### config.mk
export PLATFORM = sky130hd
export DESIGN_NAME = toh_sel
export DESIGN_NICKNAME = d
export VERILOG_FILES = /design/src/rtl/toh_sel_pkg.sv /design/src/rtl/toh_pos_dec.sv /design/src/rtl/toh_src_sel.sv /design/src/rtl/toh_par_mon.sv /design/src/rtl/toh_sel.sv
export SDC_FILE = /design/constraint.sdc
export NUM_CORES = 1
export LEC_CHECK = 0
export ABC_AREA = 1
export BUFFER_PORTS_ARGS = -buffer_cell sky130_fd_sc_hd__buf_2
export CORE_MARGIN = 4
export CORE_UTILIZATION = 50
export DETAILED_ROUTE_END_ITERATION = 10
export PLACE_DENSITY_LB_ADDON = 0.2
export SLEW_MARGIN = 20
export SYNTH_ARGS = -nofsm -noshare
export SYNTH_HDL_FRONTEND = slang
export SYNTH_SLANG_ARGS = --single-unit
### constraint.sdc
create_clock -name clk_i -period 2.4 [get_ports clk_i]
set_clock_uncertainty 0.05 [all_clocks]
set_input_delay 0.48 -clock clk_i [delete_from_list [all_inputs] [get_ports clk_i]]
set_output_delay 0.48 -clock clk_i [all_outputs]
set_load 0.02 [all_outputs]
### src/rtl/toh_sel_pkg.sv
package toh_sel_pkg;
  typedef enum logic [3:0] {
    CLS_FRM, CLS_FIX, CLS_D13, CLS_D412, CLS_E1, CLS_E2, CLS_S1, CLS_F1, CLS_AVL
  } toh_cls_e;

  typedef struct packed {
    logic f1_ins;
    logic s1_ins;
    logic d13_only;
    logic en_avl;
    logic en_s1;
    logic en_f1;
    logic en_e2;
    logic en_e1;
    logic en_d412;
    logic en_d13;
    logic par_odd;
  } toh_cfg_t;

  localparam int CFG_W = $bits(toh_cfg_t);
endpackage

### src/rtl/toh_pos_dec.sv
module toh_pos_dec
  import toh_sel_pkg::*;
#(
  parameter int ROW_W = 4,
  parameter int COL_W = 4
) (
  input  logic [ROW_W-1:0] row_i,
  input  logic [COL_W-1:0] col_i,
  output toh_cls_e         cls_o
);
  localparam logic [ROW_W-1:0] ROW_MAX = ROW_W'(9);
  localparam logic [COL_W-1:0] COL_MAX = COL_W'(9);
  localparam logic [COL_W-1:0] COL_STS1 = COL_W'(3);

  logic in_rng;
  assign in_rng = (row_i != '0) && (row_i <= ROW_MAX) &&
                  (col_i != '0) && (col_i <= COL_MAX);

  always_comb begin
    cls_o = CLS_FRM;
    if (in_rng) begin
      if (col_i > COL_STS1) begin
        cls_o = (row_i == ROW_W'(1) || row_i == ROW_W'(4) || row_i == ROW_W'(5))
                ? CLS_FRM : CLS_AVL;
      end else begin
        unique case (row_i)
          ROW_W'(1): cls_o = (col_i == COL_W'(3)) ? CLS_FIX : CLS_FRM;
          ROW_W'(2): begin
            if (col_i == COL_W'(2))      cls_o = CLS_E1;
            else if (col_i == COL_W'(3)) cls_o = CLS_F1;
            else                         cls_o = CLS_FRM;
          end
          ROW_W'(3): cls_o = CLS_D13;
          ROW_W'(6), ROW_W'(7), ROW_W'(8): cls_o = CLS_D412;
          ROW_W'(9): begin
            if (col_i == COL_W'(1))      cls_o = CLS_S1;
            else if (col_i == COL_W'(2)) cls_o = CLS_FIX;
            else                         cls_o = CLS_E2;
          end
          default: cls_o = CLS_FRM;
        endcase
      end
    end
  end
endmodule

### src/rtl/toh_src_sel.sv
module toh_src_sel
  import toh_sel_pkg::*;
#(
  parameter int DW = 8
) (
  input  toh_cls_e         cls_i,
  input  toh_cfg_t         cfg_i,
  input  logic [DW-1:0]    oac_i,
  input  logic [DW-1:0]    s1_reg_i,
  input  logic [DW-1:0]    f1_reg_i,
  input  logic [DW-1:0]    dflt_i,
  output logic [DW-1:0]    byte_o,
  output logic             vld_o
);
  // full access: every group may use the channel; restricted: D1-D3 only
  logic full;
  assign full = !cfg_i.d13_only;

  always_comb begin
    vld_o  = 1'b1;
    byte_o = dflt_i;
    unique case (cls_i)
      CLS_FRM: begin
        vld_o  = 1'b0;
        byte_o = '0;
      end
      CLS_FIX:  byte_o = dflt_i;
      CLS_D13:  byte_o = cfg_i.en_d13 ? oac_i : dflt_i;
      CLS_D412: byte_o = (cfg_i.en_d412 && full) ? oac_i : dflt_i;
      CLS_E1:   byte_o = (cfg_i.en_e1 && full) ? oac_i : dflt_i;
      CLS_E2:   byte_o = (cfg_i.en_e2 && full) ? oac_i : dflt_i;
      CLS_AVL:  byte_o = (cfg_i.en_avl && full) ? oac_i : dflt_i;
      CLS_S1: begin
        if (cfg_i.s1_ins)                  byte_o = s1_reg_i;
        else if (cfg_i.en_s1 && full)      byte_o = oac_i;
        else                               byte_o = dflt_i;
      end
      CLS_F1: begin
        if (cfg_i.f1_ins)                  byte_o = f1_reg_i;
        else if (cfg_i.en_f1 && full)      byte_o = oac_i;
        else                               byte_o = dflt_i;
      end
      default: begin
        vld_o  = 1'b0;
        byte_o = '0;
      end
    endcase
  end
endmodule

### src/rtl/toh_par_mon.sv
module toh_par_mon #(
  parameter int DW = 8
) (
  input  logic          vld_i,
  input  logic [DW-1:0] byte_i,
  input  logic          par_i,
  input  logic          odd_i,
  output logic          err_o
);
  logic ones_odd;
  assign ones_odd = ^{byte_i, par_i};
  assign err_o    = vld_i && (ones_odd != odd_i);
endmodule

### src/rtl/toh_sel.sv
module toh_sel
  import toh_sel_pkg::*;
#(
  parameter int DW    = 8,
  parameter int ROW_W = 4,
  parameter int COL_W = 4
) (
  input  logic             clk_i,
  input  logic             rst_ni,
  input  logic             cfg_ld_i,
  input  logic [CFG_W-1:0] cfg_i,
  input  logic [DW-1:0]    s1_reg_i,
  input  logic [DW-1:0]    f1_reg_i,
  input  logic [DW-1:0]    dflt_i,
  input  logic             pos_vld_i,
  input  logic [ROW_W-1:0] row_i,
  input  logic [COL_W-1:0] col_i,
  input  logic [DW-1:0]    oac_byte_i,
  input  logic             oac_par_i,
  input  logic             oac_vld_i,
  output logic [DW-1:0]    oh_byte_o,
  output logic             oh_vld_o,
  output logic             par_err_o
);
  toh_cfg_t      cfg_q;
  toh_cls_e      cls;
  logic [DW-1:0] sel_byte;
  logic          sel_vld;
  logic          par_err;

  always_ff @(posedge clk_i or negedge rst_ni) begin
    if (!rst_ni)       cfg_q <= '0;
    else if (cfg_ld_i) cfg_q <= toh_cfg_t'(cfg_i);
  end

  toh_pos_dec #(.ROW_W(ROW_W), .COL_W(COL_W)) u_dec (
    .row_i (row_i),
    .col_i (col_i),
    .cls_o (cls)
  );

  toh_src_sel #(.DW(DW)) u_sel (
    .cls_i    (cls),
    .cfg_i    (cfg_q),
    .oac_i    (oac_byte_i),
    .s1_reg_i (s1_reg_i),
    .f1_reg_i (f1_reg_i),
    .dflt_i   (dflt_i),
    .byte_o   (sel_byte),
    .vld_o    (sel_vld)
  );

  toh_par_mon #(.DW(DW)) u_par (
    .vld_i  (oac_vld_i),
    .byte_i (oac_byte_i),
    .par_i  (oac_par_i),
    .odd_i  (cfg_q.par_odd),
    .err_o  (par_err)
  );

  always_ff @(posedge clk_i or negedge rst_ni) begin
    if (!rst_ni) begin
      oh_byte_o <= '0;
      oh_vld_o  <= 1'b0;
      par_err_o <= 1'b0;
    end else begin
      oh_vld_o  <= pos_vld_i && sel_vld;
      oh_byte_o <= (pos_vld_i && sel_vld) ? sel_byte : '0;
      par_err_o <= par_err;
    end
  end
endmodule

# After elaboration in Yosys (flattened, before gate mapping)
# Cells that the tools add are included.
[classes]
magnitude_cmp = 3
n_eq_ne = 21
mux = 21
reduce_logical = 19
[op_table]
columns = ["op", "count"]
rows = [
  ["8-bit 2-to-1 mux", 10],
  ["8-bit case mux with 8 select lines", 1],
  ["4-bit by 3-bit equality test with 1-bit output, second input constant", 8],
  ["4-bit by 2-bit equality test with 1-bit output, second input constant", 6],
  ["4-bit 2-to-1 mux", 5],
  ["4-bit case mux with 5 select lines", 1],
  ["4-bit by 1-bit equality test with 1-bit output, second input constant", 3],
  ["4-bit equality test, second input constant", 3],
  ["1-bit logical AND", 11],
  ["9-bit XOR reduction", 1],
  ["4-bit less-or-equal comparator, second input constant", 2],
  ["4-bit nonzero test", 2],
  ["8-bit OR reduction", 1],
  ["3-bit 2-to-1 mux", 2],
  ["4-bit by 2-bit greater-than comparator with 1-bit output, second input constant", 1],
  ["3-bit OR reduction", 1],
  ["1-bit logical OR", 2],
  ["1-bit 2-to-1 mux", 2],
  ["1-bit zero test", 1],
  ["1-bit != test", 1],
]
[word_totals]
regBits = 21
word_cells = 78

# Depth between registers and ports, before layout
[logic_depth]
ltp_word = 11
mapped_depth = 13
depth_no_buf = 13

# Modules after synthesis
# Synthesis repeated with hierarchy kept, for this count alone.
[unflattened]
hier_cells = 507
area_unflattened_um2 = 2573.7
[modules_own_cells]
columns = ["mod", "instances", "cells_each", "area_per_inst_um2", "seq_area_each_um2"]
rows = [
  ["toh_src_sel", 1, 338, 1400.1, 0.0],
  ["toh_sel", 1, 75, 739.5, 525.5],
  ["toh_pos_dec", 1, 62, 275.3, 0.0],
  ["toh_par_mon", 1, 32, 158.9, 0.0],
]

# Worst setup path after synthesis
# OpenSTA, ideal clock, no wires.
[synth_path]
path_type = "in2reg"
startpoint = "input col_i[3]"
endpoint = "register oh_byte_o[0]"
setup_time_ns = 0.079
t_arrival_ns = 1.635
required_time_ns = 2.271
path_slack_ns = 0.636
stages = 11
n_path_buf = 0
cell_sequence = "nor2_4 -> nand2_1 -> nor2_1 -> nor2_1 -> nand2_2 -> nand3_4 -> nor2_4 -> nand3_1 -> nand2_1 -> nor2_1 -> a21oi_1"
[synth_between]
elab_chain_cells = 11
[synth_lines]
columns = ["element", "line", "rtl"]
rows = [
  ["from (decl)", "toh_sel.sv:17", "input logic [COL_W-1:0] col_i,"],
  ["4-bit by 2-bit equality test with 1-bit output (on tied branches)", "-", ""],
  ["3-bit 2-to-1 mux (on tied branches)", "toh_pos_dec.sv:30, toh_pos_dec.sv:37", ""],
  ["4-bit 2-to-1 mux (on tied branches)", "toh_pos_dec.sv:29, toh_pos_dec.sv:36", ""],
  ["4-bit case mux with 5 select lines", "toh_pos_dec.sv:26", "unique case (row_i)"],
  ["4-bit 2-to-1 mux", "toh_pos_dec.sv:22", "if (col_i > COL_STS1) begin"],
  ["4-bit 2-to-1 mux (*)", "toh_pos_dec.sv:21", "if (in_rng) begin"],
  ["4-bit by 1-bit equality test with 1-bit output, or another cell as far along", "toh_src_sel.sv:22", "unique case (cls_i)"],
  ["8-bit OR reduction (no line)", "-", ""],
  ["1-bit 2-to-1 mux", "toh_src_sel.sv:22", ""],
  ["1-bit logical AND", "toh_sel.sv:68", "oh_byte_o <= (pos_vld_i && sel_vld) ? sel_byte : '0;"],
  ["8-bit 2-to-1 mux (*)", "toh_sel.sv:68", ""],
  ["to (signal assigned)", "toh_sel.sv:68", ""],
  ["to (decl)", "toh_sel.sv:21", "output logic [DW-1:0] oh_byte_o,"],
]
# Mark *: on every way between the ends. The rest lies on a longest branch, timed or not.
# A chain may end at the register's enable or synchronous reset.

# Worst setup path in the final report
[layout_path]
startpoint = "input col_i[3]"
endpoint = "register oh_byte_o[6]"
# The elaborated chain is that of the path after synthesis.

==> results list <==
- The number of hold buffers added after CTS was 0.
* Worst Hold Class: in2async
- met2 is the most crowded layer.
* Signal arrival time at the worst endpoint: 2040 ps
* Internal power summed over all cells: 0.643 mW
* Power density normalized to cell area: between 300 and 400 mW/mm2
- Area added between synthesis and finish: 16.4%
- # rows: 24
- Of the synthesized area, sequential elements account for 22.2%.
- Leading post-synthesis cells by cell area: sky130_fd_sc_hd__dfrtp_1 (22%), sky130_fd_sc_hd__nand2_1 (19%), sky130_fd_sc_hd__o21ai_0 (12%)
* Area inside the core boundary: around 0.0045 mm2
- The pre-antenna-repair detailed-routing pass consisted of 6 iterations.
* Clk Latency, worst-skew pair: ~260 ps
- After routing, the total negative slack on setup checks comes to 0 ps.
- Per report_power, the sequential group accounts for between 30% and 40% of the total.
- Clock tree synthesis inserted a total of 3 buffers.
- The repair_antennas step left the layout with diodes totalling 0.
* DRC: 0
* Cts repair resizes: 0
- Number of fillers in the final layout: roughly 460
- The root buffer cell chosen for the clock tree is sky130_fd_sc_hd__clkbuf_8.
- Antenna violations before repair: 0
- Clock tree synthesis found a total of 21 sinks.
- The total count of hold-check failures in the final report came to 0.
- Post-place setup slack: 222 ps
- The worst pin sits at a relative slew slack of slightly below 70%.
- Placed wire-length estimate after detailed placement: roughly 5700 um
- Count of pins on the block boundary: between 60 and 70
- Vertical die dimension: between 70 and 80 um
- The via count of the first global-routing pass was approximately 2400.
- Synth warn: 0
- Summed over all nets, the switching power comes to 0.402 mW.
- Once the clock tree was built, the setup fixing pass inserted 0 buffers.
- Fmax: 526 MHz
- Fraction of layout cells with a size suffix above 1: a little over a fifth
* Final core utilization: 61.6%
- Combinational logic is responsible for around two fifths of the overall power.
- At the worst endpoint, the required time is between 2000 and 3000 ps.
- In this run the cell area measured after placement is 0.00271 mm2.
- Dividing the final minimum period by the clock period gives about four fifths.
* Horizontal die dimension: between 70 and 80 um
- Number of vias per cell: between 5 and 6
- Syn avg cell area: about 5.9 um2
- Count of buffers from port buffering: 66
- CTS built an H-tree with a depth of 1.
- Number of max-slew violations in the final report: 0
- Max-cap violations in this run came to 0.
* Synth Cell Area: about 0.0024 mm2
- Final WL: just over 7000 um
- Endpoint class of the critical path: flip-flop
* Number of vias after detailed routing: roughly 2800
* Power share of the clock group: a little under a quarter
* Area share of the largest cell type after synthesis: 22.2%
- Worst Setup Slack, final: 498 ps
* Final count of negative-setup-slack endpoints: 0
* TritonCTS clock tree: yes
- The library cells used most frequently in the layout, excluding fill and tap cells, are sky130_fd_sc_hd__nand2_1 (122), sky130_fd_sc_hd__buf_2 (66), sky130_fd_sc_hd__o21ai_0 (58).
* Switch share: 38.5%
- Entering global routing, the biggest net connects 22 pins.
- The congestion estimate from routability-driven global placement came to between 0.9 and 1.
* Crit path max fanout: 10
- Number of nets with antenna violations after detailed routing: 0
* Number of DRC violations after detailed-routing iteration 0: ~220
- The floorplan step defined a die boundary enclosing around 0.006 mm2.
* Syn Nets: 459
- Global routing used 23.9% of the available tracks across all layers.
- The final layout contains between 500 and 600 nets.
- Internal reg-to-reg setup slack: approximately 580 ps
- Area of all placed cells without fillers: 0.00276 mm2
- Most common library cell in the layout ignoring fill and taps: sky130_fd_sc_hd__nand2_1
- Wirelength per Cell: between 10 and 15 um
- The initial utilization of the core area, before any placement, comes to a little over half.
- Synthesized instance count: between 400 and 500
- Run status: finished, final reports clean
- Static Leakage: between 1 and 1.5 nW
- Yosys mapped the design onto 28 distinct sky130hd cell types.
* Worst VDD drop: 0.210 mV
- The worst setup path is of the in2reg kind.
* Met1 Resource Use GR: between 30 and 40%
* CTS Buffer Depth: 2
* Min Clock Period, post-route: around 1900 ps
- Most area-hungry cell type in the Yosys netlist: sky130_fd_sc_hd__dfrtp_1
- For this run, global-route usage on met2 was measured as 36.7%.
- Aggregate global routing overflow: 0
- After clock tree synthesis, the clock-pin slew on the worst setup and hold paths is 80 ps.
- Worst hold slack: between 100 and 150 ps
- In the global route stage, met3 resource usage came out at under 10%.
- Flip-flop and latch count after synthesis: 21
- STA classifies the critical path startpoint as a primary input.
- At the pin with the least slew margin, the transition time is between 400 and 500 ps.
- RSZ-0062 raised after global routing: no
- Wire length of the first global-routing pass: roughly 12000 um
cells in the mapped netlist (all sizes together):
| library cell | count |
|---|---|
| clkinv | 1 |
| clkbuf | 13 |
| o211ai | 6 |
| inv | 33 |
| o32ai | 4 |
| nor2 | 55 |
| nand2 | 129 |
| xor2 | 2 |
| nand3 | 25 |
| mux2 | 6 |
| mux2i | 4 |
| nor3 | 6 |
| xnor2 | 6 |
| buf | 3 |
| o31ai | 1 |
| a211oi | 4 |
| a21oi | 14 |
| dfrtp | 21 |
| nand4 | 9 |
| o21ai | 60 |
cell families after synthesis:
family,after synthesis,share of synthesized area [%]
buffers and inverters,50,8.24
flip-flops,21,22.2
AO/OA/AOI/OAI,89,20.6
multiplexers,10,4.54
AND/OR/NAND/NOR,224,41.5
XOR/XNOR,8,2.96
worst max-delay path, stage by stage:
cell and delay [ps]:
sky130_fd_sc_hd__buf_2 130, sky130_fd_sc_hd__nor2_4 230, sky130_fd_sc_hd__nand2_1 130, sky130_fd_sc_hd__nor2_1 160, sky130_fd_sc_hd__nor2_1 80, sky130_fd_sc_hd__nand2_2 90, sky130_fd_sc_hd__nand3_4 150, sky130_fd_sc_hd__nor2_4 240
sky130_fd_sc_hd__nand3_1 100, sky130_fd_sc_hd__nand2_1 90, sky130_fd_sc_hd__nor2_1 40, sky130_fd_sc_hd__a21oi_1 120
per-layer routing:
layer  vias up  wire length, um
met2       140             3120
met1      1228             3150
met5         -                0
met4         0              123
met3        16              662
li1       1442                -
stage by stage:
stage | instances | power [mW]
finish | 510 | 1.04
floorplan | 402 | 0.674
global placement | 506 | 0.799
detailed placement | 506 | 0.809
CTS | 510 | 1.05
global route | 510 | 1.12
cell type report:
class                      instances  area, um2  area share (%)
inverter                          34        128            4.63
multi-input combinational        331       1650            59.8
clock buffer                       4       45.0            1.63
sequential                        21        526            19.1
timing repair buffer              68        345            12.5
tap                               52       65.1            2.36
power groups by stage:
stage               registers, mW  clock network, mW  logic (mW)
floorplan                   0.405                  0       0.269
detailed placement          0.404                  0       0.404
global placement            0.403                  0       0.396
CTS                         0.397              0.245       0.406
global route                0.400              0.260       0.460
finish                      0.397              0.238       0.409
path summary, 6_finish.rpt:
kind	start	to	depth (start not counted)
max	col_i[3]	oh_byte_o[6]$_DFF_PN0_	12
min	rst_ni	oh_byte_o[4]$_DFF_PN0_	1
max reg2reg	cfg_q[8]$_DFFE_PN0P_	oh_byte_o[6]$_DFF_PN0_	7
min reg2reg	cfg_q[4]$_DFFE_PN0P_	cfg_q[4]$_DFFE_PN0P_	1
max in group asynchronous	rst_ni	cfg_q[9]$_DFFE_PN0P_	1
min in group clk_i	cfg_i[1]	cfg_q[1]$_DFFE_PN0P_	3
state kept, by name (all words and copies together), names as in the netlist:
name,flops
cfg_q,11
oh_byte_o,8
oh_vld_o,1
par_err_o,1
Power figures use the tool's default switching activity.
